==> config.mk <==
export PLATFORM = sky130hd
export DESIGN_NAME = toggle_poll_top
export DESIGN_NICKNAME = d
export VERILOG_FILES = /design/src/rtl/toggle_poll_pkg.sv /design/src/rtl/toggle_lane_eval.sv /design/src/rtl/toggle_pair_cnt.sv /design/src/rtl/toggle_poll_fsm.sv /design/src/rtl/toggle_poll_top.sv
export SDC_FILE = /design/constraint.sdc
export NUM_CORES = 1
export LEC_CHECK = 0
export BUFFER_PORTS_ARGS = -buffer_cell sky130_fd_sc_hd__buf_4
export CAP_MARGIN = 30
export CORE_UTILIZATION = 30
export DETAILED_ROUTE_END_ITERATION = 8
export PLACE_DENSITY = 0.58
export SLEW_MARGIN = 15
export SYNTH_ARGS = -nofsm -noshare
export SYNTH_HDL_FRONTEND = slang
export SYNTH_SLANG_ARGS = --single-unit
==> constraint.sdc <==
create_clock -name clk_i -period 2.1 [get_ports clk_i]
set_clock_uncertainty 0.2 [all_clocks]
set_input_delay 0.21 -clock clk_i [delete_from_list [all_inputs] [get_ports clk_i]]
set_output_delay 0.21 -clock clk_i [all_outputs]
set_load 0.05 [all_outputs]
==> src/rtl/toggle_poll_pkg.sv <==
package toggle_poll_pkg;
  typedef enum logic [1:0] {LN_POLL, LN_RECHK, LN_DONE, LN_FAIL} lane_st_e;
  typedef enum logic [1:0] {S_IDLE, S_RD_A, S_RD_B, S_WR_RST} ctl_st_e;
endpackage

==> src/rtl/toggle_lane_eval.sv <==
module toggle_lane_eval
  import toggle_poll_pkg::*;
(
  input  logic     clk_i,
  input  logic     rst_ni,
  input  logic     clear_i,
  input  logic     eval_i,
  input  logic     tog_a_i,
  input  logic     tog_b_i,
  input  logic     limit_i,
  output lane_st_e st_o,
  output lane_st_e nxt_o
);
  lane_st_e st_q, st_d;
  logic toggled;

  assign toggled = tog_a_i ^ tog_b_i;

  always_comb begin
    st_d = st_q;
    case (st_q)
      LN_POLL: begin
        if (!toggled)    st_d = LN_DONE;
        else if (limit_i) st_d = LN_RECHK;
      end
      LN_RECHK: st_d = toggled ? LN_FAIL : LN_DONE;
      default: st_d = st_q; // decided lanes hold
    endcase
  end

  always_ff @(posedge clk_i or negedge rst_ni) begin
    if (!rst_ni)      st_q <= LN_POLL;
    else if (clear_i) st_q <= LN_POLL;
    else if (eval_i)  st_q <= st_d;
  end

  assign st_o  = st_q;
  assign nxt_o = st_d;
endmodule

==> src/rtl/toggle_pair_cnt.sv <==
module toggle_pair_cnt #(
  parameter int MAX_PAIRS = 4096
) (
  input  logic clk_i,
  input  logic rst_ni,
  input  logic clear_i,
  input  logic inc_i,
  output logic last_o
);
  localparam int CW = (MAX_PAIRS < 2) ? 1 : $clog2(MAX_PAIRS);

  logic [CW-1:0] cnt_q;

  always_ff @(posedge clk_i or negedge rst_ni) begin
    if (!rst_ni)      cnt_q <= '0;
    else if (clear_i) cnt_q <= '0;
    else if (inc_i)   cnt_q <= cnt_q + 1'b1;
  end

  assign last_o = (cnt_q == CW'(MAX_PAIRS - 1));
endmodule

==> src/rtl/toggle_poll_fsm.sv <==
module toggle_poll_fsm
  import toggle_poll_pkg::*;
#(
  parameter int              ADDR_W  = 20,
  parameter int              DATA_W  = 32,
  parameter logic [DATA_W-1:0] RST_CMD = '0
) (
  input  logic              clk_i,
  input  logic              rst_ni,
  input  logic              start_i,
  input  logic              abort_i,
  input  logic [ADDR_W-1:0] stat_addr_i,
  input  logic              ack_i,
  input  logic              all_done_i,
  input  logic              any_fail_i,
  input  logic              last_pair_i,
  output logic              req_o,
  output logic              we_o,
  output logic [ADDR_W-1:0] addr_o,
  output logic [DATA_W-1:0] wdata_o,
  output logic              clear_o,
  output logic              cap_o,
  output logic              eval_o,
  output logic              busy_o,
  output logic              done_o,
  output logic              fail_o,
  output logic              timeout_o
);
  ctl_st_e st_q, st_d;
  logic [ADDR_W-1:0] addr_q;
  logic abort_q, abort_now, reading;
  logic tmo_q, tmo_arm;
  logic done_set, fail_set;
  logic done_q, fail_q, tmo_p_q;

  assign reading   = (st_q == S_RD_A) || (st_q == S_RD_B);
  assign abort_now = abort_i | abort_q;

  always_comb begin
    st_d     = st_q;
    clear_o  = 1'b0;
    cap_o    = 1'b0;
    eval_o   = 1'b0;
    done_set = 1'b0;
    fail_set = 1'b0;
    tmo_arm  = 1'b0;
    case (st_q)
      S_IDLE: if (start_i) begin
        st_d    = S_RD_A;
        clear_o = 1'b1;
      end
      S_RD_A: if (ack_i) begin
        if (abort_now) st_d = S_IDLE;
        else begin
          cap_o = 1'b1;
          st_d  = S_RD_B;
        end
      end
      S_RD_B: if (ack_i) begin
        if (abort_now) st_d = S_IDLE;
        else begin
          eval_o = 1'b1;
          if (any_fail_i) st_d = S_WR_RST;
          else if (all_done_i) begin
            st_d     = S_IDLE;
            done_set = 1'b1;
          end else if (last_pair_i) begin
            st_d    = S_WR_RST;
            tmo_arm = 1'b1;
          end else st_d = S_RD_A;
        end
      end
      S_WR_RST: if (ack_i) begin
        st_d     = S_IDLE;
        fail_set = 1'b1;
      end
      default: st_d = S_IDLE;
    endcase
  end

  always_ff @(posedge clk_i or negedge rst_ni) begin
    if (!rst_ni) begin
      st_q    <= S_IDLE;
      addr_q  <= '0;
      abort_q <= 1'b0;
      tmo_q   <= 1'b0;
      done_q  <= 1'b0;
      fail_q  <= 1'b0;
      tmo_p_q <= 1'b0;
    end else begin
      st_q    <= st_d;
      abort_q <= reading && abort_now && !ack_i; // deferred to the pending ack
      done_q  <= done_set;
      fail_q  <= fail_set;
      tmo_p_q <= fail_set && tmo_q;
      if (clear_o) addr_q <= stat_addr_i;
      if (clear_o)      tmo_q <= 1'b0;
      else if (tmo_arm) tmo_q <= 1'b1;
    end
  end

  assign req_o     = (st_q != S_IDLE);
  assign we_o      = (st_q == S_WR_RST);
  assign addr_o    = addr_q;
  assign wdata_o   = we_o ? RST_CMD : '0;
  assign busy_o    = (st_q != S_IDLE);
  assign done_o    = done_q;
  assign fail_o    = fail_q;
  assign timeout_o = tmo_p_q;
endmodule

==> src/rtl/toggle_poll_top.sv <==
module toggle_poll_top
  import toggle_poll_pkg::*;
#(
  parameter int                ADDR_W    = 20,
  parameter int                DATA_W    = 32,
  parameter int                LANE_W    = 16,
  parameter int                TOG_BIT   = 6,
  parameter int                LIM_BIT   = 5,
  parameter int                MAX_PAIRS = 4096,
  parameter logic [DATA_W-1:0] RST_CMD   = 'h00F0_00F0,
  localparam int               LANES     = DATA_W / LANE_W
) (
  input  logic              clk_i,
  input  logic              rst_ni,
  input  logic              start_i,
  input  logic              abort_i,
  input  logic [ADDR_W-1:0] stat_addr_i,
  output logic              req_o,
  output logic              we_o,
  output logic [ADDR_W-1:0] addr_o,
  output logic [DATA_W-1:0] wdata_o,
  input  logic              ack_i,
  input  logic [DATA_W-1:0] rdata_i,
  output logic              busy_o,
  output logic              done_o,
  output logic              fail_o,
  output logic              timeout_o,
  output logic [LANES-1:0]  lane_done_o,
  output logic [LANES-1:0]  lane_fail_o
);
  logic clear, cap, eval, last_pair;
  logic [LANES-1:0] first_tog_q;
  logic [LANES-1:0] nxt_done, nxt_fail;
  logic unused_rdata;

  assign unused_rdata = ^rdata_i;

  // only the toggle bit of the first read is kept
  always_ff @(posedge clk_i or negedge rst_ni) begin
    if (!rst_ni)      first_tog_q <= '0;
    else if (clear)   first_tog_q <= '0;
    else if (cap) begin
      for (int l = 0; l < LANES; l++) first_tog_q[l] <= rdata_i[l*LANE_W + TOG_BIT];
    end
  end

  for (genvar l = 0; l < LANES; l++) begin : g_lane
    lane_st_e st, nxt;
    toggle_lane_eval u_eval (
      .clk_i   (clk_i),
      .rst_ni  (rst_ni),
      .clear_i (clear),
      .eval_i  (eval),
      .tog_a_i (first_tog_q[l]),
      .tog_b_i (rdata_i[l*LANE_W + TOG_BIT]),
      .limit_i (rdata_i[l*LANE_W + LIM_BIT]),
      .st_o    (st),
      .nxt_o   (nxt)
    );
    assign nxt_done[l]    = (nxt == LN_DONE);
    assign nxt_fail[l]    = (nxt == LN_FAIL);
    assign lane_done_o[l] = (st == LN_DONE);
    assign lane_fail_o[l] = (st == LN_FAIL);
  end

  toggle_pair_cnt #(.MAX_PAIRS(MAX_PAIRS)) u_cnt (
    .clk_i   (clk_i),
    .rst_ni  (rst_ni),
    .clear_i (clear),
    .inc_i   (eval),
    .last_o  (last_pair)
  );

  toggle_poll_fsm #(
    .ADDR_W  (ADDR_W),
    .DATA_W  (DATA_W),
    .RST_CMD (RST_CMD)
  ) u_fsm (
    .clk_i       (clk_i),
    .rst_ni      (rst_ni),
    .start_i     (start_i),
    .abort_i     (abort_i),
    .stat_addr_i (stat_addr_i),
    .ack_i       (ack_i),
    .all_done_i  (&nxt_done),
    .any_fail_i  (|nxt_fail),
    .last_pair_i (last_pair),
    .req_o       (req_o),
    .we_o        (we_o),
    .addr_o      (addr_o),
    .wdata_o     (wdata_o),
    .clear_o     (clear),
    .cap_o       (cap),
    .eval_o      (eval),
    .busy_o      (busy_o),
    .done_o      (done_o),
    .fail_o      (fail_o),
    .timeout_o   (timeout_o)
  );
endmodule

==> results.toml, run 1 <==
[route]
via_per_inst = 4.36
drtAntennaViolNets = 0
drc = 0
post_drt_wl_per_cell_um = 11.5
vias = 1935
firstDrtPassIters = 4
finalWirelength_um = 5100
drt_first_iter_violations = 85

[setup_path]
regToRegSetupSlack_ps = 150
worstSetupPathType = "reg2reg"
end_kind = "flop"
slowest_stage = "or3_2"
cp.required_ps = 2130
cp.arrival_ps = 1980
cp.buffers_inverters = 2
crit_fanout = 6
r2r_cells = 6
critPathLaunchType = "flop"
worstPathCellList = "inv_1, ha_1, nand4bb_4, buf_4, or3_2, a21oi_1"
r2r_start = "u_fsm.st_q[0]"
crit_family = "simple AND/OR/NAND/NOR gates"
crit_cells = 6
max_stage_delay_ps = 430
crit_start = "u_fsm.st_q[0]"

[floorplanning]
die_x_um = 90.5
fp-row-count = 31
boundaryPins = 119
die_height_um = 90.5
die_area_mm2 = 0.00818
initial_core_util_pct = 31.7
coreArea_mm2 = 0.00741

[power_and_ir_drop]
power_w = 0.00422
ir_drop_uv = 857
p_leak_nw = 1.63
p_per_area_mw_per_mm2 = 1330

[placement]
place_ws_ps = 135
gp_congestion = 0.803
dp_hpwl_um = 3440
portBuffers = 66

[timing]
timing.slew.headroom_pct = 60.9
setup_tns_ps = 0
fmax_mhz = 512
layout_setup_ws_ps = 149
setup_viol = 0
finalWorstPathRequiredPeriod_ps = 1950
worst_pin_slew_ps = 587
hold_viol = 0
report.final.slew_viol_count = 0
rsz0062_at_grt = "false"
hold-worst-slack_ps = 45.9
finalCritPeriodShare_pct = 92.9

[yosys]
synth.cell_area_mm2 = 0.00235
synth_compound_area_share_pct = 5.92
synth_ff_type = "dfrtp_1"
synth.top_cells.by_area = "dfrtp_1 (48%), nand2_1 (11%), buf_4 (11%), xnor2_1 (3.4%), ha_1 (3.2%)"
yosysWarnings = 0
syn_area_per_cell_um2 = 9.24
yosysSeqAreaShare_pct = 48.0
synth_xor_area_share_pct = 4.10
synth_top_family_by_area = "simple AND/OR/NAND/NOR gates"
yosysMostFrequentCell = "nand2_1"
synth_edf_count = 0
yosysUniqueCellTypes = 37
synthAdderAreaFrac_pct = 3.20
synthSimpleGateAreaFrac_pct = 24.2
async_reset_ff_share_pct = 100
synth_seq_cells = 45
yosysTopAreaCell = "dfrtp_1"
synthCells = 254
yosysTopAreaCellShare_pct = 48.0
yosys-top-cells-count = "nand2_1 (70), dfrtp_1 (45), buf_4 (33)"
muxShareOfSynthArea_pct = 1.28

[clock_tree]
cts_resized = 0
clk_pin_slew_ps = 80
cts_root_buf = "clkbuf_8"
tritoncts = "done"
clkSinkCount = 45
worstSkewPairLatency_ps = 300
cts-htree-levels = 2
clockBufferDepth = 2
numCtsBuffers = 5
cts_setup_buffers = 0

[finish]
syn2layout_area_growth_pct = 35.5
drive_gt1_share_pct = 26.7
antenna-diode-count = 0
finish.net_count = 407

[flow_run]
drv_cap = 0

[global_routing]
grt_pass1_vias = 1872
grt_max_degree = 46
grt_first_pass_wirelength_um = 8750
antenna_found_initial = 0
overflow = 0
grt_use_total_pct = 13.3

[min_path]
hold_depth = 4
worstHoldStart = "abort_i"
worstHoldPathType = "in2reg"

[status]
status = "complete, no violations"
## report_power, final
group	switching, W	internal, W
clock	0.000303	0.000230
sequential	0.000159	0.00111
combinational	0.00169	0.000726
total	0.00215	0.00207
## timing repair
action | 4_1_cts | 5_1_grt
setup endpoints to repair | 0 | 0
hold buffers | 26 | 0
endpoints found under the hold margin | 71 | 0
## flip-flops by register name, summed over array words and instances (netlist names)
register / flops
u_fsm.abort_q: 1
u_cnt.cnt_q: 12
u_fsm.addr_o: 20
u_fsm.fail_o: 1
u_fsm.st_q: 2
u_fsm.done_o: 1
first_tog_q: 2
g_lane.u_eval.st_o: 4
u_fsm.timeout_o: 1
u_fsm.tmo_q: 1
## routing by layer
metal / track usage (%) / part of all wire, % / wire [µm] / vias to the layer above
met5: 0 / 0 / 0 / -
met4: 3.63 / 1.1 / 58 / 0
met3: 4.21 / 6.6 / 338 / 7
met2: 21.9 / 47 / 2420 / 80
met1: 16.7 / 45 / 2280 / 897
li1: - / - / - / 951
## tightest hold or removal path, stage by stage
cell and delay (ps):
buf_4 100, nor2_1 60, o211ai_1 80, a22oi_1 60
## cell type report
type / instances / area (µm²)
fillers: 729 / 4230
flip-flops and latches: 45 / 1130
multi-input cells: 185 / 998
repair buffers: 101 / 823
well taps: 99 / 124
clock buffers: 5 / 68.8
inverters: 6 / 22.5
clock inverters: 3 / 17.5
## layout by cell type (no fill, tap or decap), types with 2 or more instances in the layout
master / netlist / layout
inv_1: 6 / 6
clkinv_2: 0 / 2
nand2_1: 70 / 70
and2_1: 3 / 3
mux2i_1: 3 / 3
clkbuf_8: 0 / 5
buf_4: 33 / 75
nand3_1: 3 / 3
dfrtp_1: 45 / 45
dlygate4sd3_1: 0 / 26
xor2_1: 2 / 2
conb_1: 1 / 24
a31oi_1: 3 / 3
nand4_1: 2 / 2
and3_2: 2 / 2
o21ai_0: 6 / 6
nor2_1: 19 / 19
ha_1: 6 / 6
nor2b_1: 2 / 2
xnor2_1: 9 / 9
nor4_1: 4 / 4
a22oi_1: 2 / 2
nor3_1: 6 / 6
a21oi_1: 7 / 7
## stage by stage
step                      instances  util (%)  cell area [µm²]
after floorplan                 277         -             2430
after global placement          410      38.3             2830
after global routing            444      42.9             3180
final                           444      42.9             3180
after detailed placement        410      38.3             2830
after CTS                       444      42.9             3180
## path summary, 6_finish.rpt
| kind | to |
|---|---|
| setup / recovery | u_cnt.cnt_q[3] |
| hold / removal | u_fsm.st_q[0] |
| setup reg to reg | u_cnt.cnt_q[3] |
| hold reg to reg | u_fsm.addr_o[10] |
| max in group asynchronous | u_cnt.cnt_q[6] |
| min in group asynchronous | u_fsm.st_q[0] |
## cell families (layout without fill, tap and decap cells)
| logic type | Yosys count | count (layout) |
|---|---|---|
| flops | 45 | 45 |
| mux | 3 | 3 |
| xor+xnor | 11 | 11 |
| other cells | 1 | 24 |
| compound gates | 23 | 23 |
| simple gates | 118 | 118 |
| buf+inv | 47 | 115 |
| fa+ha+maj | 6 | 6 |
Power figures use the tool's default switching activity.
==> run 2, diff against run 1 <==
--- a/config.mk
+++ b/config.mk
@@ -7,6 +7,7 @@
 export LEC_CHECK = 0
 export BUFFER_PORTS_ARGS = -buffer_cell sky130_fd_sc_hd__buf_4
 export CAP_MARGIN = 30
+export CORE_MARGIN = 2
 export CORE_UTILIZATION = 30
 export DETAILED_ROUTE_END_ITERATION = 8
 export PLACE_DENSITY = 0.58
==> run 2 against run 1 <==
Compared with the run above: sequential power is essentially flat; maximum frequency increased by 0.25%; final cell count is the same; highest routed layer unchanged; routed wire length is 2.4% higher; combinational power about the same; hold slack got worse by 4.8 ps; cell area up 0.94%; largest cell class unchanged; global-route usage is 0.13 points lower.
==> results.toml, run 2 (synthesis gave the netlist of run 1 again) <==
[status]
status = "complete, no violations"

[floorplanning]
initial_core_util_pct = 30.7
die_area_mm2 = 0.00855
fp-row-count = 32
coreArea_mm2 = 0.00765
boundaryPins = 119
die_x_um = 92.5
die_height_um = 92.5

[route]
finalWirelength_um = 5220
via_per_inst = 4.27
drtAntennaViolNets = 0
post_drt_wl_per_cell_um = 11.8
drc = 0
drt_first_iter_violations = 67
vias = 1896
firstDrtPassIters = 4

[finish]
drive_gt1_share_pct = 27.2
antenna-diode-count = 0
fin_util_pct = 42.0
finish.net_count = 404
syn2layout_area_growth_pct = 36.8
layout_common_cells = "nand2_1 (70), buf_4 (70), dfrtp_1 (45)"
largest_reg_flops = 20

[clock_tree]
numCtsBuffers = 5
tritoncts = "done"
cts_root_buf = "clkbuf_8"
cts_setup_buffers = 0
worstSkewPairLatency_ps = 310
clockBufferDepth = 2
clk_pin_slew_ps = 100
clkSinkCount = 45
cts-htree-levels = 2

[setup_path]
end_kind = "flop"
slowest_stage = "or3_2"
critPathLaunchType = "flop"
max_stage_delay_ps = 450
crit_fanout = 8
cp.required_ps = 2130
cp.arrival_ps = 1980
worstSetupPathType = "reg2reg"
worstPathCellList = "inv_2, ha_2, nand4bb_4, buf_4, or3_2, a21oi_1"

[power_and_ir_drop]
p_sw_w = 0.00218
ir_drop_uv = 748
combPwrFrac_pct = 56.7
switching_share_pct = 51.1
clkPwrFrac_pct = 13.6
p_per_area_mw_per_mm2 = 1330
p_leak_nw = 1.62
power.internal_w = 0.00209
power_w = 0.00427
power_frac_seq_pct = 29.7

[global_routing]
antenna_found_initial = 0
grt_use_total_pct = 13.2
overflow = 0
grt_pass1_vias = 1857
grt_first_pass_wirelength_um = 8940
grt_max_degree = 46

[timing]
setup_tns_ps = 0
worst_pin_slew_ps = 582
finalWorstPathRequiredPeriod_ps = 1950
rsz0062_at_grt = "false"
timing.slew.headroom_pct = 61.2
hold-worst-slack_ps = 41.1
fmax_mhz = 514
report.final.slew_viol_count = 0
finalCritPeriodShare_pct = 92.7
setup_viol = 0
layout_setup_ws_ps = 154
hold_viol = 0

[placement]
portBuffers = 66
gp_congestion = 0.756
dp_hpwl_um = 3520
place_ws_ps = 129

[flow_run]
drv_cap = 0

[min_path]
worstHoldPathType = "in2reg"
run 2: cell count changes in the layout (fill, tap and decap cells not counted), sizes merged:
cell | previous run | this run
buf | 75 | 72
clkinvlp | 1 | 0
inv | 6 | 7
run 2: final cells by class:
class	instances	area, µm²
Tap cell	102	128
Multi-Input combinational cell	185	1010
Clock inverter	3	26.3
Inverter	6	22.5
Timing Repair Buffer	98	826
Sequential cell	45	1130
Fill cell	758	4440
Clock buffer	5	68.8
run 2: what timing repair did:
item,in CTS,in global routing
resized for setup,0,4
endpoints found under the setup margin,0,3
hold endpoints to repair,70,0
hold buffers,26,0
run 2: metrics by stage:
stage,instance area [µm²],cells
after floorplan,2430,277
after global placement,2840,410
after detailed placement,2840,410
after CTS,3200,444
after global routing,3210,444
final,3210,444
run 2: metal layers:
layer	vias to the layer above	track usage, %	wire (µm)
met2	67	21.6	2500
met1	880	16.5	2260
met4	0	4.85	97
li1	941	-	-
met3	8	3.82	363
met5	-	0	0
run 2: power groups by stage:
stage	logic, W	clock network, W	registers, W
floorplan	0.00115	0	0.00191
global placement	0.00238	0	0.00127
detailed placement	0.00240	0	0.00128
CTS	0.00244	0.000602	0.00127
global route	0.00259	0.000642	0.00130
finish	0.00242	0.000579	0.00127
run 2: worst paths after layout:
path / startpoint / to / depth (start not counted) / slack (ps)
min in group asynchronous: rst_ni / u_fsm.abort_q / 2 / 230
setup reg to reg: u_fsm.st_q[0] / u_cnt.cnt_q[3] / 6 / 150
max in group asynchronous: rst_ni / u_fsm.addr_o[9] / 2 / 1050
hold / removal: abort_i / u_fsm.st_q[0] / 4 / 40
hold reg to reg: u_fsm.addr_o[0] / u_fsm.addr_o[0] / 2 / 280
setup / recovery: u_fsm.st_q[0] / u_cnt.cnt_q[3] / 6 / 150
run 2: worst max-delay path, delay by kind of cell, from the launching register on:
family | cells | cell delay, ps
buf+inv | 2 | 300
fa+ha+maj | 1 | 210
compound gates | 1 | 140
simple gates | 2 | 600
flops | 1 | 420
